## config.mk

```make
export PLATFORM = sky130hd
export DESIGN_NAME = mbox_regfile
export DESIGN_NICKNAME = d
export VERILOG_FILES = /design/src/rtl/mbox_pkg.sv /design/src/rtl/mbox_ring.sv /design/src/rtl/mbox_irq.sv /design/src/rtl/mbox_regfile.sv
export SDC_FILE = /design/constraint.sdc
export NUM_CORES = 1
export LEC_CHECK = 0
export BUFFER_PORTS_ARGS = -buffer_cell sky130_fd_sc_hd__buf_2
export CAP_MARGIN = 10
export CORE_MARGIN = 2
export CORE_UTILIZATION = 35
export CTS_BUF_LIST = sky130_fd_sc_hd__clkbuf_8 sky130_fd_sc_hd__clkbuf_16
export CTS_CLUSTER_DIAMETER = 30
export CTS_CLUSTER_SIZE = 30
export DETAILED_ROUTE_END_ITERATION = 10
export PLACE_DENSITY = 0.53
export REMOVE_ABC_BUFFERS = 1
export SYNTH_ARGS = -nofsm -noshare
export SYNTH_HDL_FRONTEND = slang
export SYNTH_SLANG_ARGS = --single-unit
export TNS_END_PERCENT = 10
```

## constraint.sdc

```tcl
create_clock -name clk -period 11.95 [get_ports clk]
set_input_delay 2.39 -clock clk [delete_from_list [all_inputs] [get_ports clk]]
set_output_delay 2.39 -clock clk [all_outputs]
set_load 0.01 [all_outputs]
```

## src/rtl/mbox_pkg.sv

```systemverilog
package mbox_pkg;

  localparam int unsigned WORD_W = 32;

  // event slots in the interrupt latch
  localparam int unsigned EV_CMD_FREED = 0;
  localparam int unsigned EV_RSP_ADDED = 1;
  localparam int unsigned EV_URG_FLIP  = 2;
  localparam int unsigned EV_COUNT     = 3;

  function automatic int unsigned ring_wrap(input int unsigned value, input int unsigned depth);
    return value % depth;
  endfunction

  function automatic int unsigned ring_next(input int unsigned idx, input int unsigned depth);
    return (idx + 1) % depth;
  endfunction

  function automatic logic ring_full(input int unsigned prod, input int unsigned cons,
                                     input int unsigned depth);
    return ring_next(prod, depth) == cons;
  endfunction

  function automatic logic ring_empty(input int unsigned prod, input int unsigned cons);
    return prod == cons;
  endfunction

endpackage

```

## src/rtl/mbox_ring.sv

```systemverilog
module mbox_ring
  import mbox_pkg::*;
#(
  parameter int unsigned DEPTH = 32,
  parameter int unsigned IW    = $clog2(DEPTH)
) (
  input  logic              clk,
  input  logic              rst_n,
  input  logic              wr_en,
  input  logic [IW-1:0]     wr_idx,
  input  logic [WORD_W-1:0] wr_data,
  input  logic [IW-1:0]     rd_idx,
  output logic [WORD_W-1:0] rd_data,
  input  logic              prod_ld,
  input  logic [IW-1:0]     prod_val,
  input  logic              prod_inc,
  input  logic              cons_ld,
  input  logic [IW-1:0]     cons_val,
  input  logic              cons_inc,
  output logic [IW-1:0]     prod,
  output logic [IW-1:0]     cons,
  output logic              empty,
  output logic              full,
  output logic              stepped
);

  logic [WORD_W-1:0] mem [DEPTH];
  logic              prod_step;
  logic              cons_step;
  logic [IW-1:0]     prod_nxt;
  logic [IW-1:0]     cons_nxt;

  assign full      = ring_full(32'(prod), 32'(cons), DEPTH);
  assign empty     = ring_empty(32'(prod), 32'(cons));
  assign prod_nxt  = IW'(ring_next(32'(prod), DEPTH));
  assign cons_nxt  = IW'(ring_next(32'(cons), DEPTH));
  assign prod_step = prod_inc && !full && !prod_ld;
  assign cons_step = cons_inc && !empty && !cons_ld;
  assign stepped   = prod_step || cons_step;
  assign rd_data   = mem[rd_idx];

  always_ff @(posedge clk) begin
    if (wr_en) mem[wr_idx] <= wr_data;
  end

  always_ff @(posedge clk) begin
    if (!rst_n) begin
      prod <= '0;
      cons <= '0;
    end else begin
      if (prod_ld)        prod <= prod_val;
      else if (prod_step) prod <= prod_nxt;
      if (cons_ld)        cons <= cons_val;
      else if (cons_step) cons <= cons_nxt;
    end
  end

  AST_NO_OVERFLOW: assert property (@(posedge clk) disable iff (!rst_n)
    (prod_inc && full && !prod_ld) |=> (prod == $past(prod)));

  AST_NO_UNDERFLOW: assert property (@(posedge clk) disable iff (!rst_n)
    (cons_inc && empty && !cons_ld) |=> (cons == $past(cons)));

endmodule

```

## src/rtl/mbox_irq.sv

```systemverilog
module mbox_irq #(
  parameter int unsigned N = 3
) (
  input  logic         clk,
  input  logic         rst_n,
  input  logic [N-1:0] set,
  input  logic [N-1:0] clr,
  input  logic [N-1:0] en,
  output logic [N-1:0] pend,
  output logic         irq
);

  assign irq = |(pend & en);

  for (genvar g = 0; g < N; g++) begin : g_ev
    always_ff @(posedge clk) begin
      if (!rst_n)      pend[g] <= 1'b0;
      else if (set[g]) pend[g] <= 1'b1;
      else if (clr[g]) pend[g] <= 1'b0;
    end

    AST_EVENT_LATCH: assert property (@(posedge clk) disable iff (!rst_n)
      set[g] |=> pend[g]);
  end

endmodule

```

## src/rtl/mbox_regfile.sv

```systemverilog
module mbox_regfile
  import mbox_pkg::*;
#(
  parameter int unsigned ADDR_W    = 12,
  parameter int unsigned CMD_DEPTH = 32,
  parameter int unsigned RSP_DEPTH = 16
) (
  input  logic              clk,
  input  logic              rst_n,
  input  logic [ADDR_W-1:0] h_addr,
  input  logic              h_wr,
  input  logic              h_rd,
  input  logic [WORD_W-1:0] h_wdata,
  output logic [WORD_W-1:0] h_rdata,
  output logic              irq,
  output logic [WORD_W-1:0] c_cmd_word,
  output logic              c_cmd_avail,
  input  logic              c_cmd_pop,
  input  logic [WORD_W-1:0] c_rsp_word,
  input  logic              c_rsp_push,
  output logic              c_rsp_room,
  output logic [WORD_W-1:0] c_urgent,
  input  logic              c_urg_ack,
  input  logic              c_db_set,
  output logic              c_doorbell,
  input  logic              c_db_clr
);

  localparam int unsigned CIW = $clog2(CMD_DEPTH);
  localparam int unsigned RIW = $clog2(RSP_DEPTH);

  localparam logic [ADDR_W-1:0] A_CMD_PROD = ADDR_W'(12'h000);
  localparam logic [ADDR_W-1:0] A_RSP_CONS = ADDR_W'(12'h004);
  localparam logic [ADDR_W-1:0] A_URGENT   = ADDR_W'(12'h008);
  localparam logic [ADDR_W-1:0] A_ENABLE   = ADDR_W'(12'h00C);
  localparam logic [ADDR_W-1:0] A_CMD_CONS = ADDR_W'(12'h020);
  localparam logic [ADDR_W-1:0] A_RSP_PROD = ADDR_W'(12'h024);
  localparam logic [ADDR_W-1:0] A_STATUS   = ADDR_W'(12'h02C);
  localparam logic [ADDR_W-1:0] A_CMD_BASE = ADDR_W'(12'h040);
  localparam logic [ADDR_W-1:0] A_RSP_BASE = ADDR_W'(12'h0C0);
  localparam logic [ADDR_W-1:0] A_DB_OUT   = ADDR_W'(12'h400);
  localparam logic [ADDR_W-1:0] A_DB_IN    = ADDR_W'(12'h480);
  localparam logic [ADDR_W-1:0] CMD_SPAN   = ADDR_W'(CMD_DEPTH * 4);
  localparam logic [ADDR_W-1:0] RSP_SPAN   = ADDR_W'(RSP_DEPTH * 4);
  localparam int unsigned       UA_BIT     = 8;

  // decoded host strobes
  logic              sel_cmd_win, sel_rsp_win;
  logic [ADDR_W-1:0] cmd_off, rsp_off;
  logic              wr_cmd_prod, wr_rsp_cons, wr_cmd_word, rd_status;

  assign cmd_off     = h_addr - A_CMD_BASE;
  assign rsp_off     = h_addr - A_RSP_BASE;
  assign sel_cmd_win = (h_addr >= A_CMD_BASE) && (cmd_off < CMD_SPAN);
  assign sel_rsp_win = (h_addr >= A_RSP_BASE) && (rsp_off < RSP_SPAN);
  assign wr_cmd_prod = h_wr && (h_addr == A_CMD_PROD);
  assign wr_rsp_cons = h_wr && (h_addr == A_RSP_CONS);
  assign wr_cmd_word = h_wr && sel_cmd_win;
  assign rd_status   = h_rd && (h_addr == A_STATUS);

  // small registers
  logic [WORD_W-1:0] urgent_q;
  logic [2:0]        enable_q;
  logic              ua_q, db_out_q, db_in_q;

  always_ff @(posedge clk) begin
    if (!rst_n) begin
      urgent_q <= '0;
      enable_q <= '0;
      ua_q     <= 1'b0;
      db_out_q <= 1'b0;
      db_in_q  <= 1'b0;
    end else begin
      if (h_wr && h_addr == A_URGENT) urgent_q <= h_wdata;
      if (h_wr && h_addr == A_ENABLE) enable_q <= {h_wdata[UA_BIT], h_wdata[1:0]};
      if (c_urg_ack) ua_q <= !ua_q;
      if (h_wr && h_addr == A_DB_OUT) db_out_q <= h_wdata[0];
      else if (c_db_clr)              db_out_q <= 1'b0;
      if (c_db_set)                   db_in_q  <= 1'b1;
      else if (h_wr && h_addr == A_DB_IN) db_in_q <= h_wdata[0];
    end
  end

  // command ring: host produces, controller consumes
  logic [CIW-1:0] cmd_prod, cmd_cons;
  logic           cmd_empty, cmd_full, cmd_freed;

  mbox_ring #(.DEPTH(CMD_DEPTH), .IW(CIW)) u_cmd_ring (
    .clk      (clk),
    .rst_n    (rst_n),
    .wr_en    (wr_cmd_word),
    .wr_idx   (cmd_off[CIW+1:2]),
    .wr_data  (h_wdata),
    .rd_idx   (cmd_cons),
    .rd_data  (c_cmd_word),
    .prod_ld  (wr_cmd_prod),
    .prod_val (CIW'(ring_wrap(h_wdata, CMD_DEPTH))),
    .prod_inc (1'b0),
    .cons_ld  (1'b0),
    .cons_val ('0),
    .cons_inc (c_cmd_pop),
    .prod     (cmd_prod),
    .cons     (cmd_cons),
    .empty    (cmd_empty),
    .full     (cmd_full),
    .stepped  (cmd_freed)
  );

  // response ring: controller produces, host consumes
  logic [RIW-1:0]    rsp_prod, rsp_cons;
  logic              rsp_empty, rsp_full, rsp_added;
  logic [WORD_W-1:0] rsp_rd_word;

  mbox_ring #(.DEPTH(RSP_DEPTH), .IW(RIW)) u_rsp_ring (
    .clk      (clk),
    .rst_n    (rst_n),
    .wr_en    (c_rsp_push && !rsp_full),
    .wr_idx   (rsp_prod),
    .wr_data  (c_rsp_word),
    .rd_idx   (rsp_off[RIW+1:2]),
    .rd_data  (rsp_rd_word),
    .prod_ld  (1'b0),
    .prod_val ('0),
    .prod_inc (c_rsp_push),
    .cons_ld  (wr_rsp_cons),
    .cons_val (RIW'(ring_wrap(h_wdata, RSP_DEPTH))),
    .cons_inc (1'b0),
    .prod     (rsp_prod),
    .cons     (rsp_cons),
    .empty    (rsp_empty),
    .full     (rsp_full),
    .stepped  (rsp_added)
  );

  // events and interrupt
  logic [EV_COUNT-1:0] ev_set, ev_clr, ev_en, ev_pend;

  always_comb begin
    ev_set = '0;
    ev_clr = '0;
    ev_en  = '0;
    ev_set[EV_CMD_FREED] = cmd_freed;
    ev_set[EV_RSP_ADDED] = rsp_added;
    ev_set[EV_URG_FLIP]  = c_urg_ack;
    ev_clr[EV_CMD_FREED] = rd_status || wr_cmd_prod;
    ev_clr[EV_RSP_ADDED] = rd_status || wr_rsp_cons;
    ev_clr[EV_URG_FLIP]  = rd_status;
    ev_en[EV_CMD_FREED]  = enable_q[0];
    ev_en[EV_RSP_ADDED]  = enable_q[1];
    ev_en[EV_URG_FLIP]   = enable_q[2];
  end

  mbox_irq #(.N(EV_COUNT)) u_irq (
    .clk   (clk),
    .rst_n (rst_n),
    .set   (ev_set),
    .clr   (ev_clr),
    .en    (ev_en),
    .pend  (ev_pend),
    .irq   (irq)
  );

  // outputs and read mux
  logic [WORD_W-1:0] status_word;

  assign c_cmd_avail = !cmd_empty;
  assign c_rsp_room  = !rsp_full;
  assign c_urgent    = urgent_q;
  assign c_doorbell  = db_out_q;

  always_comb begin
    status_word         = '0;
    status_word[0]      = cmd_full;
    status_word[1]      = !rsp_empty;
    status_word[UA_BIT] = ua_q;
  end

  always_comb begin
    h_rdata = '0;
    if (sel_rsp_win) h_rdata = rsp_rd_word;
    else begin
      case (h_addr)
        A_CMD_PROD: h_rdata = WORD_W'(cmd_prod);
        A_RSP_CONS: h_rdata = WORD_W'(rsp_cons);
        A_URGENT:   h_rdata = urgent_q;
        A_ENABLE:   h_rdata = {23'b0, enable_q[2], 6'b0, enable_q[1:0]};
        A_CMD_CONS: h_rdata = WORD_W'(cmd_cons);
        A_RSP_PROD: h_rdata = WORD_W'(rsp_prod);
        A_STATUS:   h_rdata = status_word;
        A_DB_OUT:   h_rdata = {31'b0, db_out_q};
        A_DB_IN:    h_rdata = {31'b0, db_in_q};
        default:    h_rdata = '0;
      endcase
    end
  end

  AST_UA_FLIPS: assert property (@(posedge clk) disable iff (!rst_n)
    c_urg_ack |=> (ua_q != $past(ua_q)));

  AST_DB_IN_SET: assert property (@(posedge clk) disable iff (!rst_n)
    c_db_set |=> db_in_q);

  AST_RSP_PROD_RO: assert property (@(posedge clk) disable iff (!rst_n)
    (h_wr && h_addr == A_RSP_PROD && !c_rsp_push) |=> $stable(rsp_prod));

  AST_CMD_CONS_RO: assert property (@(posedge clk) disable iff (!rst_n)
    (h_wr && h_addr == A_CMD_CONS && !c_cmd_pop) |=> $stable(cmd_cons));

endmodule

```

======== Yosys cells after proc, flatten, opt, wreduce, memory -nomap -nowiden ========
Memories as Yosys holds them, arrays and structs flattened. A register that Yosys moved wholly into a read port is not among the register bits.
Index checks and enable logic that the tools add are counted.
operators by class
  add/subtract/negate cells ............... 5
  shifts and indexed selects .............. 0
  mux-type cells .......................... 18
  bitwise operators ....................... 1
  order comparisons ....................... 4
  $mul .................................... 0
  divide/modulo/power cells ............... 0
  reduce and logical (&&, ||, !) cells .... 25
  eq/ne operators ......................... 12
operators by type and width
  kind                     number
  $pmux W32 S9             1
  $eq A12 B6 Y1 const B    3
  $mux W32                 1
  $eq A12 B11 Y1 const B   2
  $eq A12 B4 Y1 const B    2
  $mux W1                  14
  $eq A12 B3 Y1 const B    1
  $ge A12 B7 Y1 const B    1
  $ge A12 B8 Y1 const B    1
  $logic_and A1 B1 Y1      12
  $logic_not A12 Y1        1
  $lt A12 B7 Y1 const B    1
  $lt A12 B8 Y1 const B    1
  $sub A12 B7 Y12 const B  1
  $sub A12 B8 Y12 const B  1
  $add A5 B1 Y5 const B    2
  $eq A5 B5 Y1             2
  $mux W5                  2
  $reduce_bool A2 Y1       5
  $eq A4 B4 Y1             2
  $add A4 B1 Y4 const B    1
  $logic_not A1 Y1         4
  $and A3 B3 Y3            1
  $reduce_or A3 Y1         1
  $logic_or A1 B1 Y1       2
word-level totals
  bits in latches ......................... 0
  bits in read-only memories .............. 0
  output and inout bits ................... 100
  bits in writable memories ............... 1536
  register bits after elaboration ......... 59
  input bits .............................. 85
  memories kept ........................... 2
memory list
  name            words  width  rd ports  clocked after memory_dff  write ports  line             source
  u_cmd_ring.mem  32     32     1         1                         1            mbox_ring.sv:27  logic [WORD_W-1:0] mem [DEPTH];
  u_rsp_ring.mem  16     32     1         0                         1            mbox_ring.sv:27

======== Depth between registers and ports, before layout ========
  depth in word-level cells ............... 6
  mapped depth ............................ 9

======== By module ========
Synthesis repeated with hierarchy kept, for this count alone.
second synthesis, totals
  cell total of the unflattened synthesis .. 2734
  area, all modules ....................... 62253.5 sq um
by module, submodules not included
  module                   seq. area each (sq um)  area each (sq um)  times used  cells each
  mbox_ring at u_cmd_ring  30949.7                 39633.0            1           1582
  mbox_ring at u_rsp_ring  15534.9                 20009.2            1           798
  mbox_regfile             760.7                   2496.1             1           343
  mbox_irq                 60.1                    115.1              1           11

======== Worst setup path after synthesis ========
OpenSTA, ideal clock, no wires.
  path kind ............................... input-to-output
  from .................................... input port h_addr[3]
  to ...................................... output port h_rdata[10]
  data required time ...................... 9.560 ns
  cell stages on the path ................. 7
  slack ................................... 5.373 ns
  arrival time ............................ 4.187 ns
  path through ............................ clkbuf_1 -> buf_2 -> clkbuf_1 -> mux4_2 -> mux4_2 -> nand2_1 -> o21ai_0
between the ends
  cells in the longest elaborated chain, start to end .. 4
  elaborated cells between the ends (all ways) .. 16
  those cells by class .................... add/sub: 1; order compare: 2; eq/ne: 8; mux: 2; reduce/logical: 2; memory: 1
ends and longest elaborated chain
  what                 line                 source
  from (decl)          mbox_regfile.sv:10   input logic [ADDR_W-1:0] h_addr,
  $sub A12 B8 Y12      mbox_regfile.sv:53   assign rsp_off = h_addr - A_RSP_BASE;
  $lt A12 B7 Y1        mbox_regfile.sv:55   assign sel_rsp_win = (h_addr >= A_RSP_BASE) && (rsp_off < RSP_SPAN);
  $logic_and A1 B1 Y1  mbox_regfile.sv:55
  $mux W32 (*)         mbox_regfile.sv:180  if (sel_rsp_win) h_rdata = rsp_rd_word;
  to (decl)            mbox_regfile.sv:14   output logic [WORD_W-1:0] h_rdata,
Mark *: on every way between the ends. The rest lies on a longest branch, timed or not.

======== Final worst setup path ========
  from .................................... input port h_addr[2]
  to ...................................... output port h_rdata[28]
Same word-level chain as after synthesis.

==> summary.txt <==
Logic synthesis
  – Ys flop type: edfxtp_1
  – Sequential share of the synthesized area: 76.7%
  – #FFs+latches synth: 1600
  – Syn_area_per_cell: roughly 23 um2
  – Mapped cell area: slightly above 60000 um2
  – Post-synthesis cell type count: 57
  – Syn Inst Count: approximately 2700
  – Synthesis Warnings: 0
  – Post-synth EDFFs: 1536
  – Fraction of registers with async set/reset: 0%

Floorplanning
  – Die Wd: 424 um
  – Core ar.: about 180000 um2
  – Row Count: 154
  – Starting density of the core: a little over a third
  – Die area: 180000 um2
  – I/O pin total: ~190
  – DIE HEIGHT: about 420 um

Clock network
  – CTS Hold Buffers Added: 0
  – H-tree depth: 5
  – CTS root buffer: clkbuf_16
  – Later-pin clock latency in the skew report: slightly above 0.9 ns
  – CTS tree: done
  – Clock tree buffer depth: 4
  – CTS Sinks: 1600
  – Clock-pin slew on the worst setup and hold paths: about 0.040 ns
  – Post-CTS setup buffers: 0
  – Post-CTS Resized: 0
  – CTS buffer count: roughly 330

Detailed routing
  – ANT nets after route: 0
  – DRT iter0 DRCs: 2459
  – Vias per inst: 5.22
  – DR WL/cell: roughly 29 um
  – Via Count: ~30000
  – Final WL: around 170000 um
  – DR DRC count: 0
  – Initial DRT Pass Iterations: 5

Setup path
  – Critical Path RT: 9.56 ns
  – Crit Path Max Fanout: 84
  – Setup CP Type: primary input to output pin
  – Crit start category: primary input
  – WP data arrival: between 5 and 6 ns
  – Worst setup EP type: output pin

Pwr
  – Reg power frac: between 30% and 40%
  – Switch share: around 20%
  – Switching Power: approximately 3.1 mW
  – Pint: 12.5 mW
  – Clk network pwr share: between 50% and 60%
  – Combinational share of power: 1.9%
  – Leakage power total: 24.7 nW
  – Final Power: roughly 16 mW
  – Pwr per Cell Area: ~200 nW/um2
  – Max VDD drop: about 140 uV

Timing
  – Worst hold margin: about 0.47 ns
  – Setup violators final: 0
  – RSZ-0062 raised after global routing: no
  – Crit share post-route: between 60 and 70%
  – Tmin final: slightly above 8 ns
  – Maximum achievable frequency: 121 MHz
  – Worst-Margin Slew: roughly 1.1 ns
  – Setup Skew: around 0.05 ns
  – Max Slew Vio Count: 0
  – PnR worst setup slack: 3.70 ns
  – Slew HR: about a quarter
  – Fin. Hold Viols: 0

GRT
  – Initial antenna violation count: 28
  – Global Route Usage Sum: between 10% and 20%
  – First-pass GRT wire length: ~240000 um
  – Largest net degree at the start of global routing: 150
  – Grt ovf: 0
  – Vias in the first global route: 32200

Placed design
  – Place WS: between 3 and 4 ns
  – Final Wtd Congestion: ~0.83
  – Dpl hpwl: 86100 um
  – Number of I/O port buffers: 184

Cells and area
  – Reg area: ~47000 um2
  – Fraction of layout cells with a size suffix above 1: between 30% and 40%
  – Synth-to-layout area growth: 24.9%
  – Total Nets Final: approximately 3200
  – Multi-input gate area: around 14000 um2
  – Filler cells: 14800

Status
  – Status: completed

Flow run
  – Max-cap violation count: 0

Worst hold path
  – Hold crit path type: register to register
power by group through the flow:
stage          logic [mW]  registers, mW  clock network, mW
4_1_cts             0.299           6.21               9.30
2_1_floorplan       0.119           6.32                  0
3_3_place_gp        0.282           6.31                  0
3_5_place_dp        0.298           6.32                  0
5_1_grt             0.317           6.21               9.58
6_report            0.293           6.21               9.16
synth_stat cells (all sizes together), types with 2 or more instances:
master	instances	area share [%]
nor2	44	0.27
dfxtp	64	2.1
xnor2	10	0.14
xor2	9	0.13
ha	11	0.22
nor3	6	0.049
clkbuf	72	0.44
mux2i	14	0.23
o31ai	2	0.024
or2	3	0.030
edfxtp	1536	75
inv	10	0.061
and3	8	0.081
nand3	17	0.14
a21oi	7	0.057
o211ai	2	0.024
o2111ai	2	0.028
mux4	482	18
nor4	3	0.051
a21boi	37	0.45
a22oi	6	0.073
a31oi	2	0.020
nand2	138	0.84
buf	73	0.60
a32o	2	0.032
and2	14	0.14
and3b	2	0.028
mux2	34	0.62
or4	3	0.036
or3	5	0.051
nand2b	3	0.030
o21a	3	0.036
o21ai	36	0.29
a211oi	3	0.036
nand4	5	0.051
nor2b	24	0.24
cells in the final DEF, fill, tap and decap left out, drive strengths merged, types with 3 or more instances in the layout:
cell type and n:
or2 3, a22oi 6, mux2i 14, clkinvlp 34, ha 11, a21oi 7
nand2 138, nor2 44, or3 5, inv 69, xor2 9, and2 14
edfxtp 1536, clkinv 104, and3 8, o21ai 36, a211oi 3, nand3 17
mux4 482, nor4 3, dfxtp 64, nor3 6, buf 251, bufinv 48
or4 3, nand4 5, xnor2 10, a21boi 37, nand2b 3, mux2 34
o21a 3, nor2b 24, clkbuf 347
worst paths after layout:
kind	to	depth (start not counted)	from	slack, ns
max	h_rdata[28]	7	h_addr[2]	3.70
min	c_urgent[2]$_SDFFE_PN0P_	2	c_urgent[2]$_SDFFE_PN0P_	0.47
max reg2reg	u_rsp_ring.mem[6][28]$_DFFE_PP_	5	u_rsp_ring.prod[2]$_SDFFE_PN0P_	8.76
min reg2reg	c_urgent[2]$_SDFFE_PN0P_	2	c_urgent[2]$_SDFFE_PN0P_	0.47
metrics by stage:
step / instances / cell area [um2] / TNS, ns / util (%)
floorplan: 2561 / 61200 / -73.65 / -
global placement: 5153 / 65900 / 0 / 37.5
detailed placement: 5153 / 65900 / 0 / 37.5
CTS: 5744 / 77200 / 0 / 43.9
global route: 5745 / 77200 / 0 / 43.9
finish: 5746 / 77200 / 0 / 43.9
cell families (layout without fill, tap and decap cells):
logic type                 count (synthesis)  in the layout  share of synthesized area [%]
AOI/OAI and AO/OA                        110            110                           1.19
xor gates and xnor gates                  20             20                          0.306
adders and majority gates                 11             11                          0.223
buffers and inverters                    155            853                           1.10
DFF                                     1600           1600                           76.7
muxes                                    530            530                           18.4
other                                      0              2                              0
and+or+nand+nor                          280            280                           2.10
sequential cells by signal (all words and copies together) (netlist names), named ones only:
signal	cells
c_doorbell	1
c_urgent	32
db_in_q	1
enable_q	3
u_cmd_ring.cons	5
u_cmd_ring.mem	1024
u_cmd_ring.prod	5
u_irq.pend	3
u_rsp_ring.cons	4
u_rsp_ring.mem	512
u_rsp_ring.prod	4
ua_q	1
layout make-up:
type	count	area share, %
Antenna cell	2	0.00648
Clock buffer	346	11.1
Clock inverter	245	3.48
Inverter	10	0.0486
Multi-Input combinational cell	951	18.2
Sequential cell	1600	61.4
Tap cell	2340	3.79
Timing Repair Buffer	252	1.89
critical path, stage by stage:
cell      delay, ns
clkbuf_8       0.65
buf_4          0.95
mux4_2         0.62
mux4_2         0.47
nand2_1        0.21
o21ai_0        0.15
buf_2          0.19
routing by layer:
layer	global-route usage, %	up-vias	share of wire, %
li1	-	12500	-
met1	22.2	16200	39
met2	32.7	1015	53
met3	3.98	324	5.6
met4	6.05	24	2.5
met5	0	-	0.090
Note: power is estimated with default switching activity, not from simulation.
